## src/rtl/adcfmt_pkg.sv

```systemverilog
package adcfmt_pkg;

   // Encoding that the output stage reports alongside each code
   typedef enum logic {
      ENC_STRAIGHT = 1'b0,
      ENC_TWOS     = 1'b1
   } enc_e;

   // Effective encoding after the single-ended override
   function automatic enc_e pick_enc(input logic single, input logic bip);
      return (bip && !single) ? ENC_TWOS : ENC_STRAIGHT;
   endfunction

endpackage

```

## src/rtl/adcfmt_uni_map.sv

```systemverilog
module adcfmt_uni_map #(
   parameter int IN_W      = 12,
   parameter int CODE_W    = 8,
   parameter int VREF_LOG2 = 10
) (
   input  logic signed [IN_W-1:0] sample_i,
   output logic [CODE_W-1:0]      code_o
);
   localparam int SHIFT = VREF_LOG2 - CODE_W;
   localparam logic signed [IN_W-1:0] FULL = {{(IN_W-1){1'b0}}, 1'b1} << VREF_LOG2;

   logic [CODE_W-1:0] scaled;

   generate
      if (SHIFT == 0) begin : g_direct
         assign scaled = CODE_W'(sample_i);
      end else begin : g_shifted
         assign scaled = CODE_W'(sample_i >>> SHIFT);
      end
   endgenerate

   always_comb begin
      if (sample_i[IN_W-1])
         code_o = '0;
      else if (sample_i >= FULL)
         code_o = '1;
      else
         code_o = scaled;
   end
endmodule

```

## src/rtl/adcfmt_bip_map.sv

```systemverilog
module adcfmt_bip_map #(
   parameter int IN_W      = 12,
   parameter int CODE_W    = 8,
   parameter int VREF_LOG2 = 10
) (
   input  logic signed [IN_W-1:0] sample_i,
   output logic [CODE_W-1:0]      code_o
);
   localparam int SHIFT = VREF_LOG2 - CODE_W;
   localparam logic signed [IN_W-1:0] HALF     = {{(IN_W-1){1'b0}}, 1'b1} << (VREF_LOG2 - 1);
   localparam logic signed [IN_W-1:0] NEG_HALF = -HALF;
   localparam logic [CODE_W-1:0] CODE_MAX = {1'b0, {(CODE_W-1){1'b1}}};
   localparam logic [CODE_W-1:0] CODE_MIN = {1'b1, {(CODE_W-1){1'b0}}};

   logic [CODE_W-1:0] scaled;

   generate
      if (SHIFT == 0) begin : g_direct
         assign scaled = CODE_W'(sample_i);
      end else begin : g_shifted
         assign scaled = CODE_W'(sample_i >>> SHIFT);
      end
   endgenerate

   always_comb begin
      if (sample_i >= HALF)
         code_o = CODE_MAX;
      else if (sample_i < NEG_HALF)
         code_o = CODE_MIN;
      else
         code_o = scaled;
   end
endmodule

```

## src/rtl/adcfmt_out_stage.sv

```systemverilog
module adcfmt_out_stage #(
   parameter int CODE_W = 8
) (
   input  logic              clk,
   input  logic              rst_n,
   input  logic              load_i,
   input  logic [CODE_W-1:0] code_i,
   input  logic              enc_i,
   output logic              valid_o,
   output logic [CODE_W-1:0] code_o,
   output logic              enc_o
);
   always_ff @(posedge clk or negedge rst_n) begin
      if (!rst_n) begin
         valid_o <= 1'b0;
         code_o  <= '0;
         enc_o   <= 1'b0;
      end else begin
         valid_o <= load_i;
         if (load_i) begin
            code_o <= code_i;
            enc_o  <= enc_i;
         end
      end
   end
endmodule

```

## src/rtl/adc_code_fmt.sv

```systemverilog
module adc_code_fmt
   import adcfmt_pkg::*;
#(
   parameter int IN_W      = 12,
   parameter int CODE_W    = 8,
   parameter int VREF_LOG2 = 10
) (
   input  logic                   clk,
   input  logic                   rst_n,
   input  logic                   in_valid,
   input  logic signed [IN_W-1:0] in_sample,
   input  logic                   in_single,
   input  logic                   in_bip,
   output logic                   out_valid,
   output logic [CODE_W-1:0]      out_code,
   output logic                   out_bip
);
   localparam logic signed [IN_W-1:0] FULL     = {{(IN_W-1){1'b0}}, 1'b1} << VREF_LOG2;
   localparam logic signed [IN_W-1:0] HALF     = FULL >>> 1;
   localparam logic signed [IN_W-1:0] NEG_HALF = -HALF;
   localparam logic [CODE_W-1:0] CODE_MAX = {1'b0, {(CODE_W-1){1'b1}}};
   localparam logic [CODE_W-1:0] CODE_MIN = {1'b1, {(CODE_W-1){1'b0}}};

   generate
      if (VREF_LOG2 < CODE_W) begin : g_bad_scale
         $error("adc_code_fmt: VREF_LOG2 must be at least CODE_W");
      end
      if (IN_W < VREF_LOG2 + 2) begin : g_bad_width
         $error("adc_code_fmt: IN_W must exceed VREF_LOG2 by two or more");
      end
      if (CODE_W < 2) begin : g_bad_code
         $error("adc_code_fmt: CODE_W must be at least 2");
      end
   endgenerate

   logic [CODE_W-1:0] uni_code;
   logic [CODE_W-1:0] bip_code;
   logic [CODE_W-1:0] sel_code;
   enc_e              enc;

   adcfmt_uni_map #(.IN_W(IN_W), .CODE_W(CODE_W), .VREF_LOG2(VREF_LOG2)) u_uni (
      .sample_i (in_sample),
      .code_o   (uni_code)
   );

   adcfmt_bip_map #(.IN_W(IN_W), .CODE_W(CODE_W), .VREF_LOG2(VREF_LOG2)) u_bip (
      .sample_i (in_sample),
      .code_o   (bip_code)
   );

   assign enc      = pick_enc(in_single, in_bip);
   assign sel_code = (enc == ENC_TWOS) ? bip_code : uni_code;

   adcfmt_out_stage #(.CODE_W(CODE_W)) u_out (
      .clk     (clk),
      .rst_n   (rst_n),
      .load_i  (in_valid),
      .code_i  (sel_code),
      .enc_i   (enc),
      .valid_o (out_valid),
      .code_o  (out_code),
      .enc_o   (out_bip)
   );

   AST_VALID_LATENCY: assert property (@(posedge clk) disable iff (!rst_n)
      out_valid == $past(in_valid)) else $error("valid latency");
   AST_HOLD_IDLE: assert property (@(posedge clk) disable iff (!rst_n)
      !in_valid |=> ($stable(out_code) && $stable(out_bip))) else $error("hold");
   AST_SINGLE_UNIPOLAR: assert property (@(posedge clk) disable iff (!rst_n)
      (in_valid && in_single) |=> !out_bip) else $error("single-ended polarity");
   AST_UNI_NEG_ZERO: assert property (@(posedge clk) disable iff (!rst_n)
      (in_valid && (in_single || !in_bip) && in_sample[IN_W-1]) |=> (out_code == '0)) else $error("neg clamp");
   AST_UNI_SAT_TOP: assert property (@(posedge clk) disable iff (!rst_n)
      (in_valid && (in_single || !in_bip) && in_sample >= FULL) |=> (out_code == '1)) else $error("uni sat");
   AST_BIP_SAT_HI: assert property (@(posedge clk) disable iff (!rst_n)
      (in_valid && !in_single && in_bip && in_sample >= HALF) |=> (out_code == CODE_MAX)) else $error("bip hi");
   AST_BIP_SAT_LO: assert property (@(posedge clk) disable iff (!rst_n)
      (in_valid && !in_single && in_bip && in_sample < NEG_HALF) |=> (out_code == CODE_MIN)) else $error("bip lo");
   AST_ENC_FLAG: assert property (@(posedge clk) disable iff (!rst_n)
      in_valid |=> (out_bip == $past(in_bip && !in_single))) else $error("enc flag");
endmodule

```

## config.mk

```make
export PLATFORM = sky130hd
export DESIGN_NAME = adc_code_fmt
export DESIGN_NICKNAME = d
export VERILOG_FILES = /design/src/rtl/adcfmt_pkg.sv /design/src/rtl/adcfmt_uni_map.sv /design/src/rtl/adcfmt_bip_map.sv /design/src/rtl/adcfmt_out_stage.sv /design/src/rtl/adc_code_fmt.sv
export SDC_FILE = /design/constraint.sdc
export NUM_CORES = 1
export LEC_CHECK = 0
export CAP_MARGIN = 25
export CORE_AREA = 2 2 39 41
export DETAILED_ROUTE_END_ITERATION = 10
export DIE_AREA = 0 0 41 43
export DONT_BUFFER_PORTS = 1
export PLACE_DENSITY = 0.65
export SYNTH_ARGS = -nofsm -noshare
export SYNTH_HDL_FRONTEND = slang
export SYNTH_SLANG_ARGS = --single-unit
```

## constraint.sdc

```tcl
create_clock -name clk -period 0.93 [get_ports clk]
set_clock_uncertainty 0.1 [all_clocks]
set_input_delay 0.186 -clock clk [delete_from_list [all_inputs] [get_ports clk]]
set_output_delay 0.186 -clock clk [all_outputs]
set_load 0.02 [all_outputs]
```

# Yosys cells after proc, flatten, opt, wreduce, memory -nomap -nowiden

Index checks and enable logic that the tools add are counted.

Add/sub/neg operators: 0
$mul: 0
Divide/modulo/power cells: 0
Order comparisons: 3
Eq/ne operators: 0
Shifts and indexed selects: 0
Muxes and demuxes: 6
Bitwise logic cells: 0
Reductions and logical operators: 2

Operators with widths:

| kind                                                                     | number |
|---|---|
| 8-bit 2-to-1 mux                                                         | 5 |
| 12-bit by 11-bit >= comparator with 1-bit output (second input constant) | 1 |
| 12-bit >= comparator (second input constant)                             | 1 |
| 12-bit by 10-bit < comparator with 1-bit output (second input constant)  | 1 |
| 1-bit logical AND                                                        | 1 |
| 1-bit zero test                                                          | 1 |
| 1-bit 2-to-1 mux                                                         | 1 |

Register bits after elaboration: 10
Latch bits: 0
RAM bits: 0
Bits in read-only memories: 0
Input bits: 17
Output and inout bits: 10
Word-level logic and storage cells: 14
Memories kept: 0

# Logic depth before layout (Yosys ltp)

Gate-level depths: netlist of run 1.

Word-level depth: 4
Depth in mapped cells: 5

# Cells and area by module

From an unflattened synthesis of run 1, not the netlist that was laid out.

Cells, all modules: 61
Area total of the unflattened synthesis: 750.7 um2

By module, submodules not included:

| module           | instances | cells an instance | area each (um2) |
|---|---|---|---|
| adcfmt_out_stage | 1         | 20                | 396.6 |
| adc_code_fmt     | 1         | 11                | 148.9 |
| adcfmt_bip_map   | 1         | 21                | 113.9 |
| adcfmt_uni_map   | 1         | 9                 | 91.3 |

# Least setup slack after synthesis of run 1

Ideal clock, no wire load.

Path kind: input-to-reg
Start: input port in_sample[9]
End: register u_out.code_o[2]
Setup time: 0.130 ns
Arrival: 0.897 ns
Path slack: -0.197 ns
Stages: 5
Buffers on the path: 2
Cell sequence: and3b_1 -> buf_6 -> buf_6 -> a311oi_1 -> o21ai_1

Word-level cells in the longest chain between the ends: 4
Elaborated cells between the ends (all ways): 8
Those cells by class: 3 x order compare; 5 x mux

Ends and longest elaborated chain:

| item                                                                                           | RTL line                                   | RTL |
|---|---|---|
| start: declaration                                                                             | adc_code_fmt.sv:11                         | `input logic signed [IN_W-1:0] in_sample,` |
| 12-bit >= comparator / 12-bit by 10-bit < comparator with 1-bit output (equally long branches) | adcfmt_uni_map.sv:25, adcfmt_bip_map.sv:28 |  |
| 8-bit 2-to-1 mux, on equally long branches                                                     | adcfmt_uni_map.sv:25, adcfmt_bip_map.sv:28 |  |
| 8-bit 2-to-1 mux, on equally long branches                                                     | adcfmt_uni_map.sv:23, adcfmt_bip_map.sv:26 |  |
| 8-bit 2-to-1 mux (*)                                                                           | adc_code_fmt.sv:52                         | `assign sel_code = (enc == ENC_TWOS) ? bip_code : uni_code;` |
| end signal: assignment                                                                         | adcfmt_out_stage.sv:21                     | `code_o <= code_i;` |
| end: declaration                                                                               | adcfmt_out_stage.sv:10                     | `output logic [CODE_W-1:0] code_o,` |

Every way passes the cells marked *; elsewhere a longest branch is shown, timed or not.
A chain may end at the register's enable or synchronous reset.

# Worst setup path in the final report of run 1

Start: register u_out.code_o[1]
End: output port out_code[1]

RTL lines:

| item             | RTL line           | RTL |
|---|---|---|
| end: declaration | adc_code_fmt.sv:15 | `output logic [CODE_W-1:0] out_code,` |

No word-level cell between the ends.

==> flow_metrics.env, run 1 <==
export IMPL_synthCells=54
export IMPL_reg2reg_setup_slack_ns=-0.14
export IMPL_diodes=0
export IMPL_cp_end_kind="output port"
export IMPL_cp_arrival_ns=0.90
export IMPL_clockPowerShare=0.253
export IMPL_synth_ff_type="dfrtp_1"
export IMPL_r2r_start="u_out.code_o[1]"
export IMPL_synth_commonest_cells="dfrtp_1, nor2_1, nor2b_1"
export IMPL_port_buffers=0
export IMPL_tightest_slew_ns=0.4732
export IMPL_yosysMostFrequentCell="dfrtp_1"
export IMPL_synthMuxAreaShare=0.02153
export IMPL_die_x_um=41
export IMPL_synth_cell_type_count=15
export IMPL_fin_crit_ns=1.190
export IMPL_relSlewSlack=0.6845
export IMPL_hp_class="input pin to flop"
export IMPL_fin_ws_ns=-0.2603
export IMPL_r2r_end="u_out.code_o[1]"
export IMPL_holdPathStages=3
export IMPL_seqCellArea_um2=252.7
export IMPL_async_flop_share=1.000
export IMPL_rsz0062_at_grt="true"
export IMPL_instances_no_fill=89
export IMPL_p_sw_mw=0.3423
export IMPL_dp_cells=76
export IMPL_ir_drop_mv=0.9528
export IMPL_synth_top_family_by_area="simple AND/OR/NAND/NOR gates"
export IMPL_fill_cells=130
export IMPL_viasPerCell=5.326
export IMPL_dr_pass1_iters=4
export IMPL_netlist_area_leader_share=0.4785
export IMPL_seq_area_frac_synth=0.4785
export IMPL_coreArea_um2=1384
export IMPL_clkSinkCount=10
export IMPL_post_route_drc_count=0
export IMPL_fmax_mhz=840.2
export IMPL_cts_path_max_buffers=2
export IMPL_swShare=0.2882
export IMPL_start_kind="flop"
export IMPL_dp_hpwl_um=812.7
export IMPL_antenna_found_initial=0
export IMPL_grt_usage=0.1734
export IMPL_ys_ff_latch=10
export IMPL_gp_congestion=0.7185
export IMPL_num_rows=14
export IMPL_synth_avg_cell_area_um2=9.685
export IMPL_pwr_share_seq=0.445
export IMPL_yosys_warnings=0
export IMPL_hold_start="in_single"
export IMPL_pin_count=27
export IMPL_power_mw=1.188
export IMPL_postCtsSetupBuffers=0
export IMPL_cts_tree="yes"
export IMPL_drt_initial_drc_count=5
export IMPL_synth_adder_area_share=0
export IMPL_overflow=0
export IMPL_maxCapViolCount=0
export IMPL_dieArea_um2=1763
export IMPL_nets=92
export IMPL_violations="negative setup slack"
export IMPL_synth_area_leader_cell="dfrtp_1"
export IMPL_detail_route_wl_per_cell_um=14.01
export IMPL_clk_pin_slew_ns=0.06
export IMPL_syn_cell_area_um2=523.0
export IMPL_crit_required_ns=0.64
export IMPL_area_growth_pct=53.11
export IMPL_synth_xor_area_frac=0
export IMPL_r2r_cells=3
export IMPL_grt_max_degree=15
export IMPL_holdWs_ns=0.02985
export IMPL_grt_pass1_wl_um=1959
export IMPL_synth_edf_count=0
export IMPL_num_vias=474
export IMPL_dieHeight_um=43
export IMPL_slew_violations=0
export IMPL_cts_root_buf="clkbuf_4"
export IMPL_dp_slack_ns=-0.2177
export IMPL_crit_fanout=2
export IMPL_finalCritPeriodShare=1.280
export IMPL_clk_latency_ns=0.26
export IMPL_path_class="flop to output port"
export IMPL_synth_compound_area_frac=0.1962
export IMPL_start_util=0.3779
export IMPL_multi_input_area_um2=274.0
export IMPL_routed_wl_um=1247
export IMPL_fin_setup_tns_ns=-2.446
export IMPL_drive_above_1_share=0.3014
export IMPL_numCtsBuffers=3
export IMPL_power_internal_mw=0.8454
export IMPL_synth_simple_area_share=0.2368
export IMPL_setup_viol=17
export IMPL_synth_area_leaders="dfrtp_1, a311oi_1, nor2b_1"
export IMPL_grt_pass1_vias=437
export IMPL_htree_num_levels=1
export IMPL_ant_nets=0
export IMPL_p_leak_nw=0.3660
export IMPL_power_density_nw_per_um2=1483
export IMPL_outcome="complete, but fails checks"
export IMPL_hold_viol_final=0
export IMPL_syn_num_nets=71
export IMPL_hold_path_endpoint="u_out.code_o[7]"
export IMPL_pwr_share_comb=0.303
-- timing repair --
| item | 4_1_cts | 5_1_grt |
|---|---|---|
| setup endpoints to repair | 17 | 19 |
| hold endpoints to repair | 20 | 0 |
| hold buffers | 10 | 0 |
| pin swaps | 0 | 4 |
| resized for setup | 14 | 8 |
-- power by group through the flow --
stage	combinational, mW	clock (mW)	sequential [mW]
final	0.359	0.300	0.528
after global routing	0.385	0.329	0.535
after CTS	0.340	0.313	0.527
after detailed placement	0.248	0	0.525
after global placement	0.244	0	0.522
after floorplan	0.109	0	0.573
-- state kept, by name, indices dropped and copies added, names as in the netlist --
signal / flops
u_out.code_o: 8
u_out.valid_o: 1
u_out.enc_o: 1
-- metal layers --
layer	GRT usage	up-vias	share of wire
met5	0	-	0
met4	0.08000	0	0.0096
met3	0.1204	2	0.10
met2	0.2250	23	0.50
met1	0.2126	217	0.38
li1	-	232	-
-- cell usage in the layout (no fill, tap or decap) --
master | netlist | final
a311oi_1 | 7 | 6
a311oi_2 | 0 | 1
a31oi_1 | 1 | 1
and2_1 | 1 | 1
and3b_1 | 2 | 2
buf_6 | 2 | 11
clkbuf_4 | 0 | 3
dfrtp_1 | 10 | 8
dfrtp_2 | 0 | 2
dlygate4sd3_1 | 0 | 7
dlymetal6s4s_1 | 0 | 3
mux2_2 | 1 | 1
nand2_1 | 1 | 1
nand2b_1 | 1 | 1
nor2_1 | 9 | 9
nor2b_1 | 8 | 4
nor2b_4 | 0 | 4
o21ai_1 | 7 | 7
or3_1 | 1 | 1
-- stage by stage --
stage	area, um^2	utilization
final	800.8	0.5787
after floorplan	523.0	-
after detailed placement	590.6	0.4268
after global placement	590.6	0.4268
after CTS	764.5	0.5524
after global routing	800.8	0.5787
-- worst max-delay path by stage --
stage / startpoint / endpoint / slack (ns) / cells past startpoint
after floorplan: in_sample[9] / u_out.code_o[2] / -0.16 / 5
after global placement: in_sample[9] / u_out.code_o[5] / -0.17 / 3
after detailed placement: in_sample[9] / u_out.code_o[5] / -0.22 / 3
after CTS: u_out.code_o[3] / out_code[3] / -0.27 / 2
after global routing: u_out.code_o[1] / out_code[1] / -0.30 / 2
final: u_out.code_o[1] / out_code[1] / -0.26 / 2
-- logic make-up (layout without fill, tap and decap cells) --
family / Yosys count / after routing
buffers and inverters: 5 / 24
and+or+nand+nor: 23 / 23
AOI/OAI and AO/OA: 15 / 15
DFF: 10 / 10
muxes: 1 / 1
-- critical path, stage by stage, from the launching register on --
cell and delay, ns:
dfrtp_1 0.40, buf_6 0.12, buf_6 0.12
-- cell type report --
type / count / area share
multi-input cells: 39 / 0.3422
flip-flops and latches: 10 / 0.3156
clock buffers: 3 / 0.02812
repair buffers: 21 / 0.2891
well taps: 16 / 0.02500
(Power assumes the default switching activity.)
==> run 2, diff against run 1 <==
--- a/config.mk
+++ b/config.mk
@@ -5,12 +5,14 @@
 export SDC_FILE = /design/constraint.sdc
 export NUM_CORES = 1
 export LEC_CHECK = 0
+export ABC_AREA = 1
+export ABC_CLOCK_PERIOD_IN_PS = 930
 export CAP_MARGIN = 25
 export CORE_AREA = 2 2 39 41
 export DETAILED_ROUTE_END_ITERATION = 10
 export DIE_AREA = 0 0 41 43
 export DONT_BUFFER_PORTS = 1
-export PLACE_DENSITY = 0.65
+export PLACE_DENSITY = 0.71
 export SYNTH_ARGS = -nofsm -noshare
 export SYNTH_HDL_FRONTEND = slang
 export SYNTH_SLANG_ARGS = --single-unit
==> flow_metrics.env, run 2 <==
export IMPL_clkSinkCount=10
export IMPL_holdWs_ns=-0.1739
export IMPL_finish_utilization=0.5136
export IMPL_crit_fanout=2
export IMPL_yosysMostFrequentCell="nand2_1"
export IMPL_synth_ff_type="dfrtp_1"
export IMPL_busiest_layer="met2"
export IMPL_crit_family="flip-flops"
export IMPL_cts_path_max_buffers=2
export IMPL_fmax_mhz=926.0
export IMPL_grt_max_degree=20
export IMPL_rsz0062_at_grt="true"
export IMPL_htree_num_levels=1
export IMPL_start_kind="flop"
export IMPL_crit_path_start="u_out.code_o[7]"
export IMPL_placed_area_um2=649.4
export IMPL_pin_count=27
export IMPL_synth_area_leader_cell="dfrtp_1"
export IMPL_holdPathStages=0
export IMPL_fill_cells=132
export IMPL_async_flop_share=1.000
export IMPL_drive_above_1_share=0.2323
export IMPL_seqCellArea_um2=261.5
export IMPL_tightest_slew_ns=0.4630
export IMPL_final_design_area_no_fill_um2=710.7
export IMPL_use_met3=0.04712
export IMPL_violations="negative hold slack, negative setup slack"
export IMPL_fin_ws_ns=-0.1499
export IMPL_postCtsSetupBuffers=0
export IMPL_area_growth_pct=19.58
export IMPL_hp_class="input pin to flop"
export IMPL_crit_end="out_code[7]"
export IMPL_numCtsBuffers=3
export IMPL_dieHeight_um=43
export IMPL_use_met1=0.2500
export IMPL_r2r_start="u_out.code_o[4]"
export IMPL_ys_ff_latch=10
export IMPL_reg_top3="u_out.code_o: 8 flops, u_out.enc_o: 1 flops, u_out.valid_o: 1 flops"
export IMPL_clk_latency_ns=0.27
export IMPL_netlist_area_leader_share=0.4211
export IMPL_gp_congestion=0.7583
export IMPL_regMostFlops="u_out.code_o"
export IMPL_yosys_warnings=0
export IMPL_port_buffers=0
export IMPL_nets=117
export IMPL_path_class="flop to output port"
export IMPL_hold_start="in_valid"
export IMPL_r2r_cells=2
export IMPL_largest_reg_flops=8
export IMPL_drt_initial_drc_count=10
export IMPL_instances_no_fill=115
export IMPL_clk_pin_slew_ns=0.07
export IMPL_cts_root_buf="clkbuf_4"
export IMPL_synth_cell_type_count=12
export IMPL_dr_pass1_iters=4
export IMPL_cp_depth=1
export IMPL_cts_tree="yes"
export IMPL_grt_pass1_vias=539
export IMPL_slowest_stage="dfrtp_1"
export IMPL_overflow=0
export IMPL_multi_input_area_um2=262.8
export IMPL_r2r_end="u_out.code_o[4]"
export IMPL_hold_viol_final=9
export IMPL_setup_viol=10
export IMPL_grt_use_met2=0.2688
export IMPL_start_util=0.4295
export IMPL_die_x_um=41
export IMPL_cp_end_kind="output port"
export IMPL_fin_crit_ns=1.080
export IMPL_relSlewSlack=0.6903
export IMPL_cp_num_buf_inv=1
export IMPL_routed_wl_um=1303
export IMPL_num_vias=536
export IMPL_antenna_found_initial=0
export IMPL_final_cell_mix="nand2_1, inv_1, nor2_1, dfrtp_2"
export IMPL_critPathMaxStageDelay_ns=0.39
export IMPL_dieArea_um2=1763
export IMPL_cts_hold_buf=1
export IMPL_power_density_nw_per_um2=1645
export IMPL_fin_setup_tns_ns=-0.9271
export IMPL_dp_hpwl_um=889.8
export IMPL_dp_slack_ns=-0.02666
export IMPL_power_mw=1.169
export IMPL_synth_commonest_cells="nand2_1, inv_1, dfrtp_1, nor2_1"
export IMPL_syn_num_nets=107
export IMPL_detail_route_wl_per_cell_um=11.33
export IMPL_synthCells=90
export IMPL_layout_commonest_cell="nand2_1"
export IMPL_viasPerCell=4.661
export IMPL_syn_cell_area_um2=594.3
export IMPL_diodes=0
export IMPL_ant_nets=0
export IMPL_post_route_drc_count=0
export IMPL_synth_edf_count=0
export IMPL_cp_arrival_ns=0.79
export IMPL_grt_usage=0.1878
export IMPL_maxCapViolCount=0
export IMPL_crit_required_ns=0.64
export IMPL_synth_area_leaders="dfrtp_1, nand2_1, inv_1"
export IMPL_num_rows=14
export IMPL_reg2reg_setup_slack_ns=0.11
export IMPL_p_leak_nw=0.3933
export IMPL_synth_avg_cell_area_um2=6.604
export IMPL_path_cells="buf_6"
export IMPL_seq_area_frac_synth=0.4211
export IMPL_ir_drop_mv=0.6185
export IMPL_slew_violations=0
export IMPL_grt_pass1_wl_um=2249
export IMPL_finalCritPeriodShare=1.161
export IMPL_outcome="complete, but fails checks"
export IMPL_coreArea_um2=1384
export IMPL_dp_cells=110
## run 2: changes by cell type after synthesis, moves of 2 or more
cell	previous run	this run
a21oi_1	0	8
a311oi_1	7	0
and3b_1	2	0
buf_6	2	0
clkbuf_1	2	0
inv_1	0	18
nand2_1	1	29
nand3_1	0	8
nor2b_1	8	0
o21ai_1	7	0
## run 2: layout make-up
class                           count  area share
Multi-Input combinational cell     59      0.3697
Sequential cell                    10      0.3680
Inverter                           19      0.1004
Timing Repair Buffer                7     0.08275
Clock buffer                        4     0.05106
Tap cell                           16     0.02817
## run 2: kinds of logic (layout without fill, tap and decap cells)
logic type | Yosys count | count (layout) | share of synthesized area
buffers and inverters | 21 | 30 | 0.1368
flip-flops | 10 | 10 | 0.4211
AND/OR/NAND/NOR | 48 | 48 | 0.3242
AO/OA/AOI/OAI | 11 | 11 | 0.1179
## run 2: worst min-delay path by stage
stage / slack (ns) / endpoint
floorplan: -0.21 / u_out.code_o[0]
global placement: -0.21 / u_out.code_o[4]
detailed placement: -0.21 / u_out.code_o[4]
CTS: -0.17 / u_out.valid_o
global route: -0.18 / u_out.valid_o
finish: -0.17 / u_out.valid_o
## run 2: per-layer routing
layer,part of all wire,up-vias
met5,0,-
met4,0.022,0
met3,0.061,3
met2,0.46,17
li1,-,288
met1,0.45,228
## run 2: worst reg2reg max path, cell delays in order, from the launching register on
cell	delay [ns]
dfrtp_2	0.45
nor2_1	0.12
a21oi_1	0.05
## run 2: repair_timing
action / in CTS / in global routing
cloned: 0 / 0
resized for setup: 10 / 0
endpoints found under the hold margin: 19 / 9
endpoints found under the setup margin: 10 / 10
## run 2: power by group
part	switching (mW)	internal, mW	total, mW	leakage [nW]
Sequential	0.0820	0.489	0.571	0.107
Clock	0.174	0.238	0.413	0.0210
Combinational	0.104	0.0807	0.185	0.265
Total	0.361	0.808	1.17	0.393
